**config.mk**
```make
export PLATFORM = sky130hd
export DESIGN_NAME = vp_tlb_lookup
export DESIGN_NICKNAME = d
export VERILOG_FILES = /design/src/rtl/vp_tlb_pkg.sv /design/src/rtl/vp_tlb_store.sv /design/src/rtl/vp_tlb_match_row.sv /design/src/rtl/vp_tlb_zone_perm.sv /design/src/rtl/vp_tlb_lookup.sv
export SDC_FILE = /design/constraint.sdc
export NUM_CORES = 2
export LEC_CHECK = 0
export BUFFER_PORTS_ARGS = -buffer_cell sky130_fd_sc_hd__buf_4
export CAP_MARGIN = 10
export CORE_MARGIN = 5
export CORE_UTILIZATION = 39
export DETAILED_ROUTE_END_ITERATION = 10
export PLACE_DENSITY = 0.6
export SKIP_CTS_REPAIR_TIMING = 1
export SLEW_MARGIN = 20
export SYNTH_ARGS = -nofsm -noshare
export SYNTH_HDL_FRONTEND = slang
export SYNTH_SLANG_ARGS = --single-unit
```
**constraint.sdc**
```tcl
create_clock -name clk -period 5.99 [get_ports clk]
set_clock_uncertainty 0.05 [all_clocks]
set_input_delay 0.8985 -clock clk [delete_from_list [all_inputs] [get_ports clk]]
set_output_delay 0.8985 -clock clk [all_outputs]
set_load 0.02 [all_outputs]
```
**src/rtl/vp_tlb_pkg.sv**
```systemverilog
package vp_tlb_pkg;

    localparam int TAG_VALID_BIT = 6;
    localparam int DATA_WR_BIT   = 8;
    localparam int DATA_EX_BIT   = 9;

    typedef struct packed {
        logic [31:0] tag;
        logic [31:0] data;
        logic [7:0]  tid;
    } tlb_ent_t;

    // Bits below the page boundary for a 3-bit size code (1 KiB * 4^code).
    function automatic logic [31:0] page_low_mask(input logic [2:0] code);
        logic [4:0] sh;
        sh = 5'd10 + {1'b0, code, 1'b0};
        return (32'd1 << sh) - 32'd1;
    endfunction

endpackage

```
**src/rtl/vp_tlb_store.sv**
```systemverilog
module vp_tlb_store
    import vp_tlb_pkg::*;
#(
    parameter int ENTRIES = 16,
    parameter int IDX_W   = (ENTRIES > 1) ? $clog2(ENTRIES) : 1
) (
    input  logic             clk,
    input  logic             rst_n,
    input  logic             wr_en_i,
    input  logic [IDX_W-1:0] wr_idx_i,
    input  tlb_ent_t         wr_ent_i,
    output tlb_ent_t         ent_o [ENTRIES]
);

    tlb_ent_t mem_d [ENTRIES];
    tlb_ent_t mem_q [ENTRIES];

    always_comb begin
        for (int i = 0; i < ENTRIES; i++) begin
            mem_d[i] = mem_q[i];
            if (wr_en_i && (int'(wr_idx_i) == i)) begin
                mem_d[i] = wr_ent_i;
            end
        end
    end

    always_ff @(posedge clk) begin
        for (int i = 0; i < ENTRIES; i++) begin
            if (!rst_n) begin
                mem_q[i] <= '0;
            end else begin
                mem_q[i] <= mem_d[i];
            end
        end
    end

    always_comb begin
        for (int i = 0; i < ENTRIES; i++) begin
            ent_o[i] = mem_q[i];
        end
    end


    store_write_chk: assert property (@(posedge clk) disable iff (!rst_n)
        (wr_en_i && (int'(wr_idx_i) < ENTRIES)) |=>
            (mem_q[$past(wr_idx_i)].tag == $past(wr_ent_i.tag)));

endmodule

```
**src/rtl/vp_tlb_match_row.sv**
```systemverilog
module vp_tlb_match_row
    import vp_tlb_pkg::*;
(
    input  tlb_ent_t    ent_i,
    input  logic [31:0] va_i,
    input  logic [7:0]  pid_i,
    output logic        match_o
);

    logic [31:0] hi_mask;
    logic        page_eq;
    logic        id_ok;

    always_comb begin
        hi_mask = ~page_low_mask(ent_i.tag[9:7]);
        page_eq = ((va_i & hi_mask) == (ent_i.tag & hi_mask));
        id_ok   = (ent_i.tid == 8'd0) || (ent_i.tid == pid_i);
        match_o = ent_i.tag[TAG_VALID_BIT] && page_eq && id_ok;
    end

endmodule

```
**src/rtl/vp_tlb_zone_perm.sv**
```systemverilog
module vp_tlb_zone_perm #(
    parameter int ZONE_MAX = 15,
    parameter bit ZONES_EN = 1'b1
) (
    input  logic [3:0]  zsel_i,
    input  logic [31:0] zpr_i,
    input  logic        user_i,
    input  logic        ent_w_i,
    input  logic        ent_x_i,
    output logic        rd_o,
    output logic        wr_o,
    output logic        ex_o
);

    logic [31:0] shifted;
    logic [1:0]  fld;

    always_comb begin
        // field for zone z sits at bit 30-2z = 2*(15-z)
        shifted = zpr_i >> {~zsel_i, 1'b0};
        fld     = shifted[1:0];
        if (!ZONES_EN || (int'(zsel_i) > ZONE_MAX)) begin
            fld = 2'b01;
        end
        rd_o = 1'b1;
        wr_o = ent_w_i;
        ex_o = ent_x_i;
        unique case (fld)
            2'b00: begin
                if (user_i) begin
                    rd_o = 1'b0;
                    wr_o = 1'b0;
                    ex_o = 1'b0;
                end
            end
            2'b01: ;
            2'b10: begin
                if (!user_i) begin
                    wr_o = 1'b1;
                    ex_o = 1'b1;
                end
            end
            2'b11: begin
                wr_o = 1'b1;
                ex_o = 1'b1;
            end
            default: ;
        endcase
    end

endmodule

```
**src/rtl/vp_tlb_lookup.sv**
```systemverilog
module vp_tlb_lookup
    import vp_tlb_pkg::*;
#(
    parameter int          ENTRIES  = 16,
    parameter int          ZONE_MAX = 15,
    parameter bit          ZONES_EN = 1'b1,
    parameter logic [31:0] PA_MASK  = 32'hFFFF_FFFF,
    parameter bit          REG_OUT  = 1'b1,
    localparam int         IDX_W    = (ENTRIES > 1) ? $clog2(ENTRIES) : 1
) (
    input  logic             clk,
    input  logic             rst_n,
    input  logic             wr_en_i,
    input  logic [IDX_W-1:0] wr_idx_i,
    input  logic [31:0]      wr_tag_i,
    input  logic [31:0]      wr_data_i,
    input  logic [7:0]       wr_tid_i,
    input  logic [31:0]      va_i,
    input  logic [7:0]       pid_i,
    input  logic             user_i,
    input  logic [31:0]      zpr_i,
    output logic             hit_o,
    output logic [IDX_W-1:0] idx_o,
    output logic [31:0]      pa_o,
    output logic             rd_o,
    output logic             wr_o,
    output logic             ex_o
);

    typedef struct packed {
        logic             hit;
        logic [IDX_W-1:0] idx;
        logic [31:0]      pa;
        logic             rd;
        logic             wr;
        logic             ex;
    } res_t;

    tlb_ent_t         ents [ENTRIES];
    tlb_ent_t         wr_ent;
    logic [ENTRIES-1:0] match_vec;
    logic             sel_hit;
    logic [IDX_W-1:0] sel_idx;
    tlb_ent_t         sel_ent;
    logic [31:0]      low_m;
    logic             z_rd, z_wr, z_ex;
    res_t             res_d, res_q;

    assign wr_ent = '{tag: wr_tag_i, data: wr_data_i, tid: wr_tid_i};

    vp_tlb_store #(.ENTRIES(ENTRIES), .IDX_W(IDX_W)) store_i (
        .clk      (clk),
        .rst_n    (rst_n),
        .wr_en_i  (wr_en_i),
        .wr_idx_i (wr_idx_i),
        .wr_ent_i (wr_ent),
        .ent_o    (ents)
    );

    for (genvar g = 0; g < ENTRIES; g++) begin : g_row
        vp_tlb_match_row row_i (
            .ent_i   (ents[g]),
            .va_i    (va_i),
            .pid_i   (pid_i),
            .match_o (match_vec[g])
        );
    end

    // lowest index wins
    always_comb begin
        sel_hit = 1'b0;
        sel_idx = '0;
        for (int i = ENTRIES - 1; i >= 0; i--) begin
            if (match_vec[i]) begin
                sel_hit = 1'b1;
                sel_idx = IDX_W'(i);
            end
        end
        sel_ent = ents[sel_idx];
        low_m   = page_low_mask(sel_ent.tag[9:7]);
    end

    vp_tlb_zone_perm #(.ZONE_MAX(ZONE_MAX), .ZONES_EN(ZONES_EN)) zone_i (
        .zsel_i  (sel_ent.data[7:4]),
        .zpr_i   (zpr_i),
        .user_i  (user_i),
        .ent_w_i (sel_ent.data[DATA_WR_BIT]),
        .ent_x_i (sel_ent.data[DATA_EX_BIT]),
        .rd_o    (z_rd),
        .wr_o    (z_wr),
        .ex_o    (z_ex)
    );

    always_comb begin
        res_d = '0;
        if (sel_hit) begin
            res_d.hit = 1'b1;
            res_d.idx = sel_idx;
            res_d.pa  = ((sel_ent.data & ~low_m) | (va_i & low_m)) & PA_MASK;
            res_d.rd  = z_rd;
            res_d.wr  = z_wr;
            res_d.ex  = z_ex;
        end
    end

    if (REG_OUT) begin : g_reg
        always_ff @(posedge clk) begin
            res_q <= res_d;
        end


        out_lag_chk: assert property (@(posedge clk) disable iff (!rst_n)
            ##1 (hit_o == $past(res_d.hit)) && (pa_o == $past(res_d.pa)));
    end else begin : g_comb
        assign res_q = res_d;
    end

    assign hit_o = res_q.hit;
    assign idx_o = res_q.idx;
    assign pa_o  = res_q.pa;
    assign rd_o  = res_q.rd;
    assign wr_o  = res_q.wr;
    assign ex_o  = res_q.ex;


    win_lowest_chk: assert property (@(posedge clk) disable iff (!rst_n)
        sel_hit |-> (match_vec[sel_idx] &&
                     ((match_vec & ((ENTRIES'(1) << sel_idx) - ENTRIES'(1))) == '0)));


    miss_quiet_chk: assert property (@(posedge clk) disable iff (!rst_n)
        !hit_o |-> (pa_o == 32'd0 && idx_o == '0 && !rd_o && !wr_o && !ex_o));


    rights_need_read_chk: assert property (@(posedge clk) disable iff (!rst_n)
        (wr_o || ex_o) |-> (rd_o && hit_o));


    reset_empty_chk: assert property (@(posedge clk) disable iff (!rst_n)
        $rose(rst_n) |-> (match_vec == '0));

endmodule

```
== Yosys cells after proc, flatten, opt, wreduce, memory -nomap -nowiden ==
Memories as Yosys holds them, arrays and structs flattened.
Cells that the tools add are included.

* Register bits after elaboration: 40
* Bits in writable memories: 1152
* Bits of input ports: 152
* Output and inout bits: 40
* Word-level logic and storage cells: 339
* Memories kept: 1

* $add $sub $neg: 34
* Magnitude comparators: 1
* Equal/unequal tests: 49
* Shift-type cells: 18
* Multiplexer cells: 78
* Bitwise gates (word level): 70
* Reduce and logical (&&, ||, !) cells: 82

{| class="wikitable"
|+ Memories
! name !! words !! bits a word !! rd ports !! clocked after Yosys merged registers in !! write ports !! RTL line !! source
|-
| store_i.mem_q || 16 || 72 || 16 || 0 || 16 || vp_tlb_store.sv:16 || <nowiki>tlb_ent_t mem_q [ENTRIES];</nowiki>
|}

{| class="wikitable"
|+ Operators by type and width
! kind !! count
|-
| 2-to-1 mux 72 bit || 32
|-
| bitwise AND 32 bit || 34
|-
| NOT 32 bit || 17
|-
| left shift 1 x 5 -> 32 bit, first input constant || 17
|-
| subtractor 32 x 1 -> 32 bit, second input constant || 17
|-
| == test 32 bit || 16
|-
| binary-select mux 72 bit (select 4 bit) || 1
|-
| == test 8 bit || 16
|-
| zero test 8 bit || 16
|-
| 2-to-1 mux 50 bit || 2
|-
| adder 4 x 4 -> 5 bit, first input constant || 17
|-
| 2-to-1 mux 4 bit || 16
|-
| logical AND 1 bit || 48
|-
| 2-to-1 mux 40 bit || 1
|-
| == test 4 bit, second input constant || 8
|-
| bitwise OR 32 bit || 1
|-
| right shift 32 x 5 -> 2 bit || 1
|-
| 2-to-1 mux 1 bit || 24
|-
| == test 4 x 3 -> 1 bit, second input constant || 4
|-
| logical OR 1 bit || 16
|-
| bitwise OR 1 bit || 16
|-
| == test 4 x 2 -> 1 bit, second input constant || 2
|-
| case mux 1 bit (3 select lines) || 2
|-
| greater-or-equal comparator 5 bit, second input constant || 1
|-
| 6 further kinds || 7
|}

== Longest topological paths before layout ==
An unclocked memory read counts as a cell.

* Depth in word-level cells: 36
* Gate-level depth with buffers: 35
* Gate-level depth less buffers: 25

== Hierarchy ==
A second synthesis with hierarchy kept.

* Cells, all modules: 6431
* Area total of the unflattened synthesis: 57261.2 µm²

{| class="wikitable"
|+ Modules (own cells, without submodules)
! module !! times used !! cells each !! area each (µm²) !! seq. area each (µm²)
|-
| vp_tlb_store || 1 || 3880 || 40724.1 || 23062.1
|-
| vp_tlb_match_row (g_row[0].row_i ...) || 12 || 83 || 595.6 || 0.0
|-
| vp_tlb_lookup || 1 || 1205 || 6506.2 || 800.8
|-
| vp_tlb_match_row (g_row[6].row_i ...) || 4 || 82 || 645.6 || 0.0
|-
| vp_tlb_zone_perm || 1 || 22 || 301.5 || 0.0
|}

== Worst setup path after synthesis ==
Ideal clock, no wire load.

* Path type: reg2reg
* From: memory store_i.mem_q[0][407] in the netlist's numbering
* To: register res_q, in the netlist ex_o
* Setup time: 0.130 ns
* Data arrival time: 5.992 ns
* Data required time: 5.810 ns
* Slack: -0.182 ns
* Cell stages (with the launch flop): 30
* Buffers on the path: 7
* Clock period less this slack: 6.172 ns
* Path through: dfxtp_1 -> buf_2 -> buf_2 -> and2_1 -> ha_1 -> buf_6 -> buf_6 -> nor2_1 -> nand2_1 -> ha_1 -> buf_2 -> or3b_2 -> a32oi_1 -> a221o_1 -> nand2_1 -> or4b_1 -> or4b_4 -> nand2_2 -> o211ai_1 -> or2_1 -> buf_6 -> o221a_4 -> a21oi_2 -> o21a_4 -> buf_6 -> mux2_4 -> o211ai_1 -> nand4_1 -> nor3_2 -> o22ai_1

{| class="wikitable"
|+ RTL lines
! what !! RTL line !! source
|-
| start: declaration || vp_tlb_store.sv:16 ||
|-
| end signal: assignment || vp_tlb_lookup.sv:108 || <nowiki>res_q <= res_d;</nowiki>
|-
| end: declaration || vp_tlb_lookup.sv:47 || <nowiki>res_t res_d, res_q;</nowiki>
|}

==> results.txt <==
Status: finished clean
PD cells: 238 mW/mm2
Slew Limit Fails: 0
DRT Pass-1 Iters: 8
Arrival time of the worst setup path: 6.56 ns
CP max stage delay: 0.49 ns
Htree depth: 4
Initial antenna violation count: 9
Clk buf depth: 3
Num CTS Buffers: 134
FMAX: 0.169 GHz
Vias/cell: 5.69
Hold_ws: 0.381 ns
Cell Area, Synth: 0.0657 mm2
Initial Util: 39.3%
First-pass GRT wire length: 396000 um
Filler cell count: 16600
Die width: 421 um
Minimum clock period: 5.93 ns
Vias in the first global route: 60000
Die H: 421 um
Data required time of the critical path: 6.63 ns
CP startpoint kind: register
Hold Path Class: in2reg
Area added between synthesis and finish: 16.3%
Yosys reg bits: 1148
Most used DFF post-synth: dfxtp_1
Sequential area share after synthesis: 35.0%
CP max FO: 10
CTS tree: done
Dpl hpwl: 175000 um
Slowest CP cell: or4_1
Global routing usage on met2: 48.5%
Synth cell types: 120
Fin crit share: 99.0%
GP Congestion: 0.977
GRT Max-Usage Layer: met2
Synthesis warning total: 0
Kind of critical path: reg2reg
Fraction of met3 tracks used by global routing: 4.70%
I/O pin cnt: 192
Site Rows: 150
Synthesized instance count: 8880
Final wirelength: 273000 um
Worst setup EP type: register
Slew margin rel.: 19.0%
Worst-path clk slew: 0.06 ns
Drc violations: 0
Post-route ant nets: 0
Final hold viol count: 0
Setup Viol. Count Final: 0
Largest net degree at the start of global routing: 223
Share of layout cells above drive strength 1: 12.6%
Core area: 0.167 mm2
DR vias: 63600
Port Buffers: 189
Initial DRC Count: 6342
Worst Max-Slew Pin Slew: 1.22 ns
GRT Resource Usage Total: 29.7%
DIE AREA: 0.177 mm2
Routed wire per std cell: 24.4 um
MaxCap Viol Count: 0
Leakage power total: 26.7 nW
Core Util, Final: 45.7%
M1 GR Usage: 38.3%
Total gr overflow: 0
CTS sink cnt: 1148
Post-Syn Area per Cell: 7.40 um2
Nets: 9073
Clock insertion delay at the later pin of the skew report: 0.81 ns
Maximum vdd drop: 0.000294 V
Root buffer cell: clkbuf_16
Post-route insts no fill: 11200
Placed Cells incl. Taps: 10900
Post-synth EDFFs: 0
Post-synth ARST share: 0%
==> logic make-up (layout without fill, tap and decap cells) <==
group,count (synthesis),count (layout),share of synthesized area (%)
compound gates,2083,2084,22.6
xor+xnor,630,630,8.39
fa+ha+maj,51,51,0.933
buf+inv,950,1038,5.82
flops,1148,1148,35.0
mux,98,98,1.69
other cells,1,14,0.00570
simple gates,3919,3920,25.6
==> critical path: cells and delay by family (launching register included) <==
| family | cells | cell delay (ns) |
|---|---|---|
| AOI/OAI and AO/OA | 9 | 1.37 |
| adders and majority gates | 2 | 0.54 |
| buffers and inverters | 6 | 1.04 |
| DFF | 1 | 0.31 |
| muxes | 4 | 1.10 |
| and+or+nand+nor | 7 | 1.40 |
==> layer usage <==
layer,share of wire (%),wire (um),vias to the layer above
met4,5.5,15100,8
met3,7.4,20300,664
met5,0.020,54,-
met2,46,125000,2528
li1,-,-,29800
met1,41,113000,30600
==> through the flow <==
step	setup WS [ns]	TNS (ns)	instance area, um2	total power [mW]
after detailed placement	-0.320	-2.96	71100	9.67
after floorplan	0.0284	0	65800	8.92
after global routing	-0.0327	-0.0659	76500	18.7
final	0.0617	0	76500	18.2
after global placement	-0.321	-2.51	71100	9.66
after CTS	-0.272	-2.00	75800	18.3
==> flip-flops by register name, summed over array words and instances (netlist names) <==
register       count
store_i.mem_q   1108
pa_o              32
idx_o              4
ex_o               1
hit_o              1
rd_o               1
wr_o               1
==> cells in the mapped netlist (19+ instances only) <==
library cell | n | share of area [%]
a22oi_1 | 38 | 0.43
nor4_1 | 83 | 0.79
nand3_1 | 317 | 2.4
o211ai_1 | 49 | 0.56
buf_1 | 51 | 0.29
nor2b_1 | 40 | 0.38
o31ai_1 | 33 | 0.38
nand4_1 | 78 | 0.74
o221ai_1 | 24 | 0.32
xor2_1 | 296 | 3.9
inv_1 | 82 | 0.47
or3_1 | 23 | 0.22
nand2b_1 | 38 | 0.36
a211oi_1 | 22 | 0.25
buf_2 | 123 | 0.94
and3_1 | 20 | 0.19
a31oi_1 | 34 | 0.32
ha_1 | 41 | 0.78
a21o_1 | 35 | 0.40
nor2_1 | 189 | 1.1
nand2_1 | 2864 | 16
a21boi_0 | 1121 | 13
clkbuf_1 | 661 | 3.8
o21a_1 | 38 | 0.43
o22ai_1 | 22 | 0.21
nor3_1 | 74 | 0.56
mux2i_1 | 73 | 1.1
o21ai_0 | 245 | 1.9
o2111ai_1 | 19 | 0.25
xnor2_1 | 334 | 4.4
a21oi_1 | 202 | 1.5
dfxtp_1 | 1148 | 35
and2_1 | 28 | 0.27
==> report_power, final <==
part	switching, mW	internal [mW]
logic	1.16	0.609
clock network	3.62	5.01
registers	0.0593	7.73
==> cell type report <==
type / count / area [um2] / share of cell area [%]
multi-input cells: 6793 / 39700 / 52.0
flip-flops and latches: 1148 / 23000 / 30.0
repair buffers: 709 / 6000 / 7.84
clock buffers: 183 / 3830 / 5.00
well taps: 2204 / 2760 / 3.61
clock inverters: 52 / 795 / 1.04
inverters: 93 / 370 / 0.484
diodes: 4 / 10.0 / 0.0131
repair inverters: 1 / 8.76 / 0.0115
==> final timing paths <==
check / from / end / slack, ns / cells past startpoint
setup / recovery: store_i.mem_q[1][192]$_SDFFE_PN0P_ / pa_o[12]$_SDFF_PN0_ / 0.06 / 28
hold / removal: user_i / rd_o$_SDFF_PN0_ / 0.38 / 4
setup reg to reg: store_i.mem_q[1][192]$_SDFFE_PN0P_ / pa_o[12]$_SDFF_PN0_ / 0.06 / 28
hold reg to reg: store_i.mem_q[0][517]$_SDFFE_PN0P_ / store_i.mem_q[0][517]$_SDFFE_PN0P_ / 0.41 / 2
==> placed cells by master (no fill, tap or decap), types with 21 or more instances in the layout <==
| master | instances |
|---|---|
| nand2_1 | 2849 |
| dfxtp_1 | 1148 |
| a21boi_0 | 1121 |
| buf_4 | 653 |
| xnor2_1 | 333 |
| nand3_1 | 312 |
| xor2_1 | 296 |
| o21ai_0 | 238 |
| a21oi_1 | 199 |
| nor2_1 | 172 |
| clkbuf_16 | 135 |
| inv_1 | 80 |
| nand4_1 | 78 |
| nor4_1 | 78 |
| nor3_1 | 70 |
| mux2i_1 | 68 |
| o211ai_1 | 49 |
| buf_12 | 47 |
| nor2b_1 | 39 |
| nand2b_1 | 38 |
| o21a_1 | 38 |
| a22oi_1 | 36 |
| a21o_1 | 34 |
| a31oi_1 | 34 |
| o31ai_1 | 33 |
| ha_1 | 31 |
| clkbuf_8 | 29 |
| and2_1 | 26 |
| o221ai_1 | 24 |
| or3_1 | 23 |
| a211oi_1 | 22 |
| o22ai_1 | 21 |
No activity file was read; power rests on OpenSTA's default activity.
